**config.mk**
```make
export PLATFORM = sky130hd
export DESIGN_NAME = rx_err_status
export DESIGN_NICKNAME = d
export VERILOG_FILES = /design/src/rtl/rx_err_pkg.sv /design/src/rtl/rx_err_ctrl.sv /design/src/rtl/rx_err_dp.sv /design/src/rtl/rx_err_status.sv
export SDC_FILE = /design/constraint.sdc
export NUM_CORES = 1
export LEC_CHECK = 0
export ABC_AREA = 1
export BUFFER_PORTS_ARGS = -buffer_cell sky130_fd_sc_hd__buf_2
export CAP_MARGIN = 20
export CORE_AREA = 2 2 39 41
export CTS_CLUSTER_SIZE = 20
export DETAILED_ROUTE_END_ITERATION = 16
export DIE_AREA = 0 0 41 43
export SYNTH_ARGS = -nofsm -noshare
export SYNTH_HDL_FRONTEND = slang
export SYNTH_SLANG_ARGS = --single-unit
```
**constraint.sdc**
```tcl
create_clock -name clk -period 1.4 [get_ports clk]
set_input_delay 0.14 -clock clk [delete_from_list [all_inputs] [get_ports clk]]
set_output_delay 0.14 -clock clk [all_outputs]
set_load 0.01 [all_outputs]
```
**src/rtl/rx_err_pkg.sv**
```systemverilog
package rx_err_pkg;
  localparam int NUM_FLAGS = 2;
  localparam int FLAG_FRAME = 0;
  localparam int FLAG_PARITY = 1;

  typedef struct packed {
    logic statRd;
    logic dataAcc;
    logic ctrlWr;
  } cpuStrb_t;
endpackage

```
**src/rtl/rx_err_ctrl.sv**
```systemverilog
module rx_err_ctrl
  import rx_err_pkg::*;
#(
  parameter int ADDR_W = 2,
  parameter int STAT_ADDR = 0,
  parameter int DATA_ADDR = 1,
  parameter int CTRL_ADDR = 2
) (
  input  logic              cpuRd,
  input  logic              cpuWr,
  input  logic [ADDR_W-1:0] cpuAddr,
  input  logic              brkActive,
  input  logic              brkClrEn,
  output cpuStrb_t          strb
);
  localparam logic [ADDR_W-1:0] STAT_A = ADDR_W'(STAT_ADDR);
  localparam logic [ADDR_W-1:0] DATA_A = ADDR_W'(DATA_ADDR);
  localparam logic [ADDR_W-1:0] CTRL_A = ADDR_W'(CTRL_ADDR);

  logic accessOk;

  always_comb begin
    accessOk     = !brkActive || brkClrEn;
    strb.statRd  = accessOk && cpuRd && (cpuAddr == STAT_A);
    strb.dataAcc = accessOk && (cpuRd || cpuWr) && (cpuAddr == DATA_A);
    strb.ctrlWr  = cpuWr && (cpuAddr == CTRL_A);
  end
endmodule

```
**src/rtl/rx_err_dp.sv**
```systemverilog
module rx_err_dp
  import rx_err_pkg::*;
#(
  parameter int DATA_W = 8
) (
  input  logic                 clk,
  input  logic                 rst,
  input  logic [NUM_FLAGS-1:0] errStrb,
  input  cpuStrb_t             strb,
  input  logic [DATA_W-1:0]    cpuWdata,
  output logic [NUM_FLAGS-1:0] flags,
  output logic                 irq
);
  logic [NUM_FLAGS-1:0] enables;
  logic [NUM_FLAGS-1:0] armed;

  always_ff @(posedge clk) begin
    if (rst) enables <= '0;
    else if (strb.ctrlWr) enables <= cpuWdata[NUM_FLAGS-1:0];
  end

  for (genvar i = 0; i < NUM_FLAGS; i++) begin : g_flag
    always_ff @(posedge clk) begin
      if (rst) begin
        flags[i] <= 1'b0;
        armed[i] <= 1'b0;
      end else if (errStrb[i]) begin
        flags[i] <= 1'b1;
        armed[i] <= 1'b0;
      end else if (armed[i] && strb.dataAcc) begin
        flags[i] <= 1'b0;
        armed[i] <= 1'b0;
      end else if (strb.statRd && flags[i]) begin
        armed[i] <= 1'b1;
      end
    end

    AST_STROBE_SETS: assert property (@(posedge clk) disable iff (rst)
      errStrb[i] |=> (flags[i] && !armed[i]));

    AST_CLEAR_NEEDS_ARM: assert property (@(posedge clk) disable iff (rst)
      (flags[i] && !(armed[i] && strb.dataAcc)) |=> flags[i]);

    AST_ARM_NEEDS_FLAG: assert property (@(posedge clk) disable iff (rst)
      armed[i] |-> flags[i]);
  end

  always_comb irq = |(flags & enables);
endmodule

```
**src/rtl/rx_err_status.sv**
```systemverilog
module rx_err_status
  import rx_err_pkg::*;
#(
  parameter int ADDR_W = 2,
  parameter int DATA_W = 8,
  parameter int STAT_ADDR = 0,
  parameter int DATA_ADDR = 1,
  parameter int CTRL_ADDR = 2
) (
  input  logic              clk,
  input  logic              rst,
  input  logic              frameErrStrobe,
  input  logic              parityErrStrobe,
  input  logic              cpuRd,
  input  logic              cpuWr,
  input  logic [ADDR_W-1:0] cpuAddr,
  input  logic [DATA_W-1:0] cpuWdata,
  input  logic              brkActive,
  input  logic              brkClrEn,
  output logic              frameErrFlag,
  output logic              parityErrFlag,
  output logic              errIrq
);
  cpuStrb_t             strb;
  logic [NUM_FLAGS-1:0] errStrb;
  logic [NUM_FLAGS-1:0] flags;

  always_comb begin
    errStrb              = '0;
    errStrb[FLAG_FRAME]  = frameErrStrobe;
    errStrb[FLAG_PARITY] = parityErrStrobe;
  end

  rx_err_ctrl #(
    .ADDR_W(ADDR_W), .STAT_ADDR(STAT_ADDR),
    .DATA_ADDR(DATA_ADDR), .CTRL_ADDR(CTRL_ADDR)
  ) u_ctrl (
    .cpuRd(cpuRd), .cpuWr(cpuWr), .cpuAddr(cpuAddr),
    .brkActive(brkActive), .brkClrEn(brkClrEn), .strb(strb)
  );

  rx_err_dp #(.DATA_W(DATA_W)) u_dp (
    .clk(clk), .rst(rst), .errStrb(errStrb), .strb(strb),
    .cpuWdata(cpuWdata), .flags(flags), .irq(errIrq)
  );

  assign frameErrFlag  = flags[FLAG_FRAME];
  assign parityErrFlag = flags[FLAG_PARITY];

  AST_BRK_HOLD_FRAME: assert property (@(posedge clk) disable iff (rst)
    (brkActive && !brkClrEn && frameErrFlag) |=> frameErrFlag);

  AST_BRK_HOLD_PARITY: assert property (@(posedge clk) disable iff (rst)
    (brkActive && !brkClrEn && parityErrFlag) |=> parityErrFlag);

  AST_IRQ_NEEDS_FLAG: assert property (@(posedge clk) disable iff (rst)
    errIrq |-> (frameErrFlag || parityErrFlag));
endmodule

```
==> results_tabular.tex <==
\begin{tabular}{lr}
\hline
Metric & Value \\
\hline
\multicolumn{2}{l}{\textbf{Setup path}} \\
CP max FO & 4 \\
Critical Path Start Type & flop \\
Critical Path RT & 1.26 ns \\
Critical path's slowest cell & sky130\_fd\_sc\_hd\_\_dfxtp\_1 \\
Element type at the critical path end & output port \\
Crit path largest cell delay & 0.33 ns \\
CP Cell Sequence & a22o\_1 > buf\_2 \\
Type of the worst setup path & flop to output port \\
Arrival time reported for the critical path endpoint & 0.93 ns \\
Number of buffers and inverters on the critical path & 1 \\
Largest delay contributor family on the critical path & flip-flops \\
\multicolumn{2}{l}{\textbf{Cells and area}} \\
Fillcell total & 153 \\
Layout cells sized above 1 & 37.29\% \\
Most frequent cells in the layout & sky130\_fd\_sc\_hd\_\_buf\_2 (14), sky130\_fd\_sc\_hd\_\_nor2\_1 (10), sky130\_fd\_sc\_hd\_\_inv\_1 (8), sky130\_fd\_sc\_hd\_\_dfxtp\_1 (6), sky130\_fd\_sc\_hd\_\_nand3\_1 (5) \\
Final design area excluding fillers & 396.6 um2 \\
Area growth from synthesis to layout & 39.65\% \\
Number of nets in the final layout & 79 \\
Antenna diode count & 0 \\
Core utilization of the finished layout & 28.66\% \\
Commonest non-fill, non-tap cell in the layout & sky130\_fd\_sc\_hd\_\_buf\_2 \\
\multicolumn{2}{l}{\textbf{Route}} \\
Post-route antenna net violation count & 0 \\
DR pass1 iterations & 4 \\
Wire per inst & 8.240 um \\
Total length of routed wires & 618 um \\
Detailed router's first-iteration violation count & 9 \\
Final routed DRC violation total & 0 \\
Via Count & 304 \\
Routed via count divided by cell count & 4.053 \\
\multicolumn{2}{l}{\textbf{CTS}} \\
TritonCTS clock tree & yes \\
Hold bufs inserted after CTS & 0 \\
Buffer cell driving the clock tree root & sky130\_fd\_sc\_hd\_\_clkbuf\_4 \\
Clock transition at the registers of the reported paths & 0.05 ns \\
Post-CTS Repair Setup Buffers & 0 \\
Deepest level of the CTS H-tree & 1 \\
Inserted Clock Buffers & 3 \\
Post-CTS resize count & 0 \\
Number of clock sinks seen by CTS & 6 \\
Longest Clk Path Bufs & 2 \\
Clock latency on the worst-skew pair & 0.25 ns \\
\multicolumn{2}{l}{\textbf{GRT}} \\
Number of antenna violations at the first check in global routing & 0 \\
Largest net degree at the start of global routing & 5 \\
Global-route wire length before repair & 869 um \\
Vias in the first global route & 236 \\
Leftover overflow at the end of global routing & 0 \\
Total track usage & 7.956\% \\
\multicolumn{2}{l}{\textbf{Job}} \\
Max Cap Violations & 0 \\
\multicolumn{2}{l}{\textbf{Timing}} \\
Max-slew headroom at the worst pin & 89.87\% \\
Count of endpoints failing setup in the final report & 0 \\
Max-slew violation count & 0 \\
Post-Route Setup TNS & 0 ns \\
Achievable Freq & 0.9366 GHz \\
Final critical path time including I/O delays and setup & 1.068 ns \\
Final hold violation count & 0 \\
Actual slew at the worst max-slew pin & 0.1503 ns \\
Clock Skew & 0.003081 ns \\
Period utilisation layout & 76.26\% \\
RSZ-0062 raised after global routing & no \\
Min setup slack post-route & 0.3324 ns \\
\multicolumn{2}{l}{\textbf{Floorplan}} \\
Starting Density & 20.52\% \\
Top Ports & 21 \\
Row Count & 14 \\
Die extent in y & 43 um \\
Area of the die & 0.001763 mm2 \\
Total core area & 0.001384 mm2 \\
Die width & 41 um \\
\multicolumn{2}{l}{\textbf{Status}} \\
Outcome & finished clean \\
\multicolumn{2}{l}{\textbf{Min path}} \\
Worst min-delay path class & primary input to flop \\
\multicolumn{2}{l}{\textbf{Power and ir drop}} \\
Power per cell area & 1015 mW/mm2 \\
Max rail drop VDD & 0.0004351 V \\
Total leakage power & 0.2107 nW \\
\multicolumn{2}{l}{\textbf{Synth}} \\
Main area contributors after synthesis & sky130\_fd\_sc\_hd\_\_dfxtp\_1 (42\%), sky130\_fd\_sc\_hd\_\_nor2\_1 (13\%), sky130\_fd\_sc\_hd\_\_inv\_1 (11\%) \\
Sequential cell area fraction in the yosys report & 42.29\% \\
Yosys top cell area share & 42.29\% \\
Area of the mapped netlist & 284.0 um2 \\
Library cell with the largest summed area after synthesis & sky130\_fd\_sc\_hd\_\_dfxtp\_1 \\
Yosys Warn Count & 0 \\
Mapped Cells & 42 \\
Number of nets produced by synthesis & 60 \\
Synthesized area divided by synthesized cell count & 6.762 um2 \\
Synth unique cells & 12 \\
Synth Register Bits & 6 \\
\multicolumn{2}{l}{\textbf{Placed design}} \\
Pre-CTS setup slack & 0.5965 ns \\
Number of input and output port buffers inserted & 14 \\
Cell area after placement & 374.1 um2 \\
Routability cong. & 0.7165 \\
Detail Placement HPWL & 483.8 um \\
\hline
\end{tabular}
-- routing by layer --
| metal | share of wire [%] | vias to the layer above | GRT usage, % |
|---|---|---|---|
| met5 | 0 | - | 0 |
| met4 | 0.65 | 0 | 8.000 |
| met3 | 10 | 2 | 4.712 |
| met2 | 38 | 15 | 9.063 |
| met1 | 51 | 123 | 9.416 |
| li1 | - | 164 | - |
-- through the flow --
step / instances / hold slack [ns] / power [mW]
floorplan: 42 / 0.2091 / 0.2154
global placement: 72 / 0.3342 / 0.2428
detailed placement: 72 / 0.3267 / 0.2433
CTS: 75 / 0.07020 / 0.4069
global route: 75 / 0.07967 / 0.4188
finish: 75 / 0.07162 / 0.4025
-- final timing paths --
path	start	to	slack (ns)	cells after the start
max reg2reg	u_dp.flags[0]	u_dp.armed[0]	0.69	4
min	rst	u_dp.flags[0]	0.07	2
min reg2reg	u_dp.armed[1]	u_dp.armed[1]	0.47	2
max	u_dp.flags[0]	errIrq	0.33	2
-- layout make-up --
class | instances | area [um2] | area share, %
clock buffer | 3 | 22.52 | 5.678
timing repair buffer | 14 | 70.07 | 17.67
multi-input combinational | 27 | 130.1 | 32.81
sequential | 6 | 120.1 | 30.28
inverter | 9 | 33.78 | 8.517
tap | 16 | 20.02 | 5.047
-- cells by family (layout without fill, tap and decap cells) --
| logic type | Yosys count | in the layout | synth area share (%) |
|---|---|---|---|
| and+or+nand+nor | 22 | 22 | 35.68 |
| DFF | 6 | 6 | 42.29 |
| AOI/OAI and AO/OA | 5 | 5 | 10.13 |
| buffers and inverters | 9 | 26 | 11.89 |
-- report_power, final --
part	internal [mW]	switching (mW)	leakage, nW	total [mW]
combinational	0.0263	0.0286	0.148	0.0549
clock	0.0972	0.0656	0.0138	0.163
sequential	0.179	0.00576	0.0493	0.185
total	0.303	0.0999	0.211	0.402
-- Yosys cell counts --
library cell and number:
sky130_fd_sc_hd__a21oi_1 2, sky130_fd_sc_hd__a22o_1 1, sky130_fd_sc_hd__dfxtp_1 6, sky130_fd_sc_hd__inv_1 8
sky130_fd_sc_hd__inv_2 1, sky130_fd_sc_hd__nand2_1 2, sky130_fd_sc_hd__nand2_2 2, sky130_fd_sc_hd__nand3_1 5
sky130_fd_sc_hd__nand4_1 1, sky130_fd_sc_hd__nor2_1 10, sky130_fd_sc_hd__nor2_2 2, sky130_fd_sc_hd__o21ai_0 2
-- sequential cells by signal, indices dropped and copies added (netlist names) --
register and flops:
u_dp.flags 2, u_dp.armed 2, u_dp.enables 2
-- worst reg2reg max path, cell delays in order, from the launching register on --
cell,delay [ns]
sky130_fd_sc_hd__dfxtp_1,0.37
sky130_fd_sc_hd__inv_1,0.06
sky130_fd_sc_hd__nor2_1,0.10
sky130_fd_sc_hd__nor2_1,0.05
sky130_fd_sc_hd__nor2_1,0.07
Power figures use the tool's default switching activity.
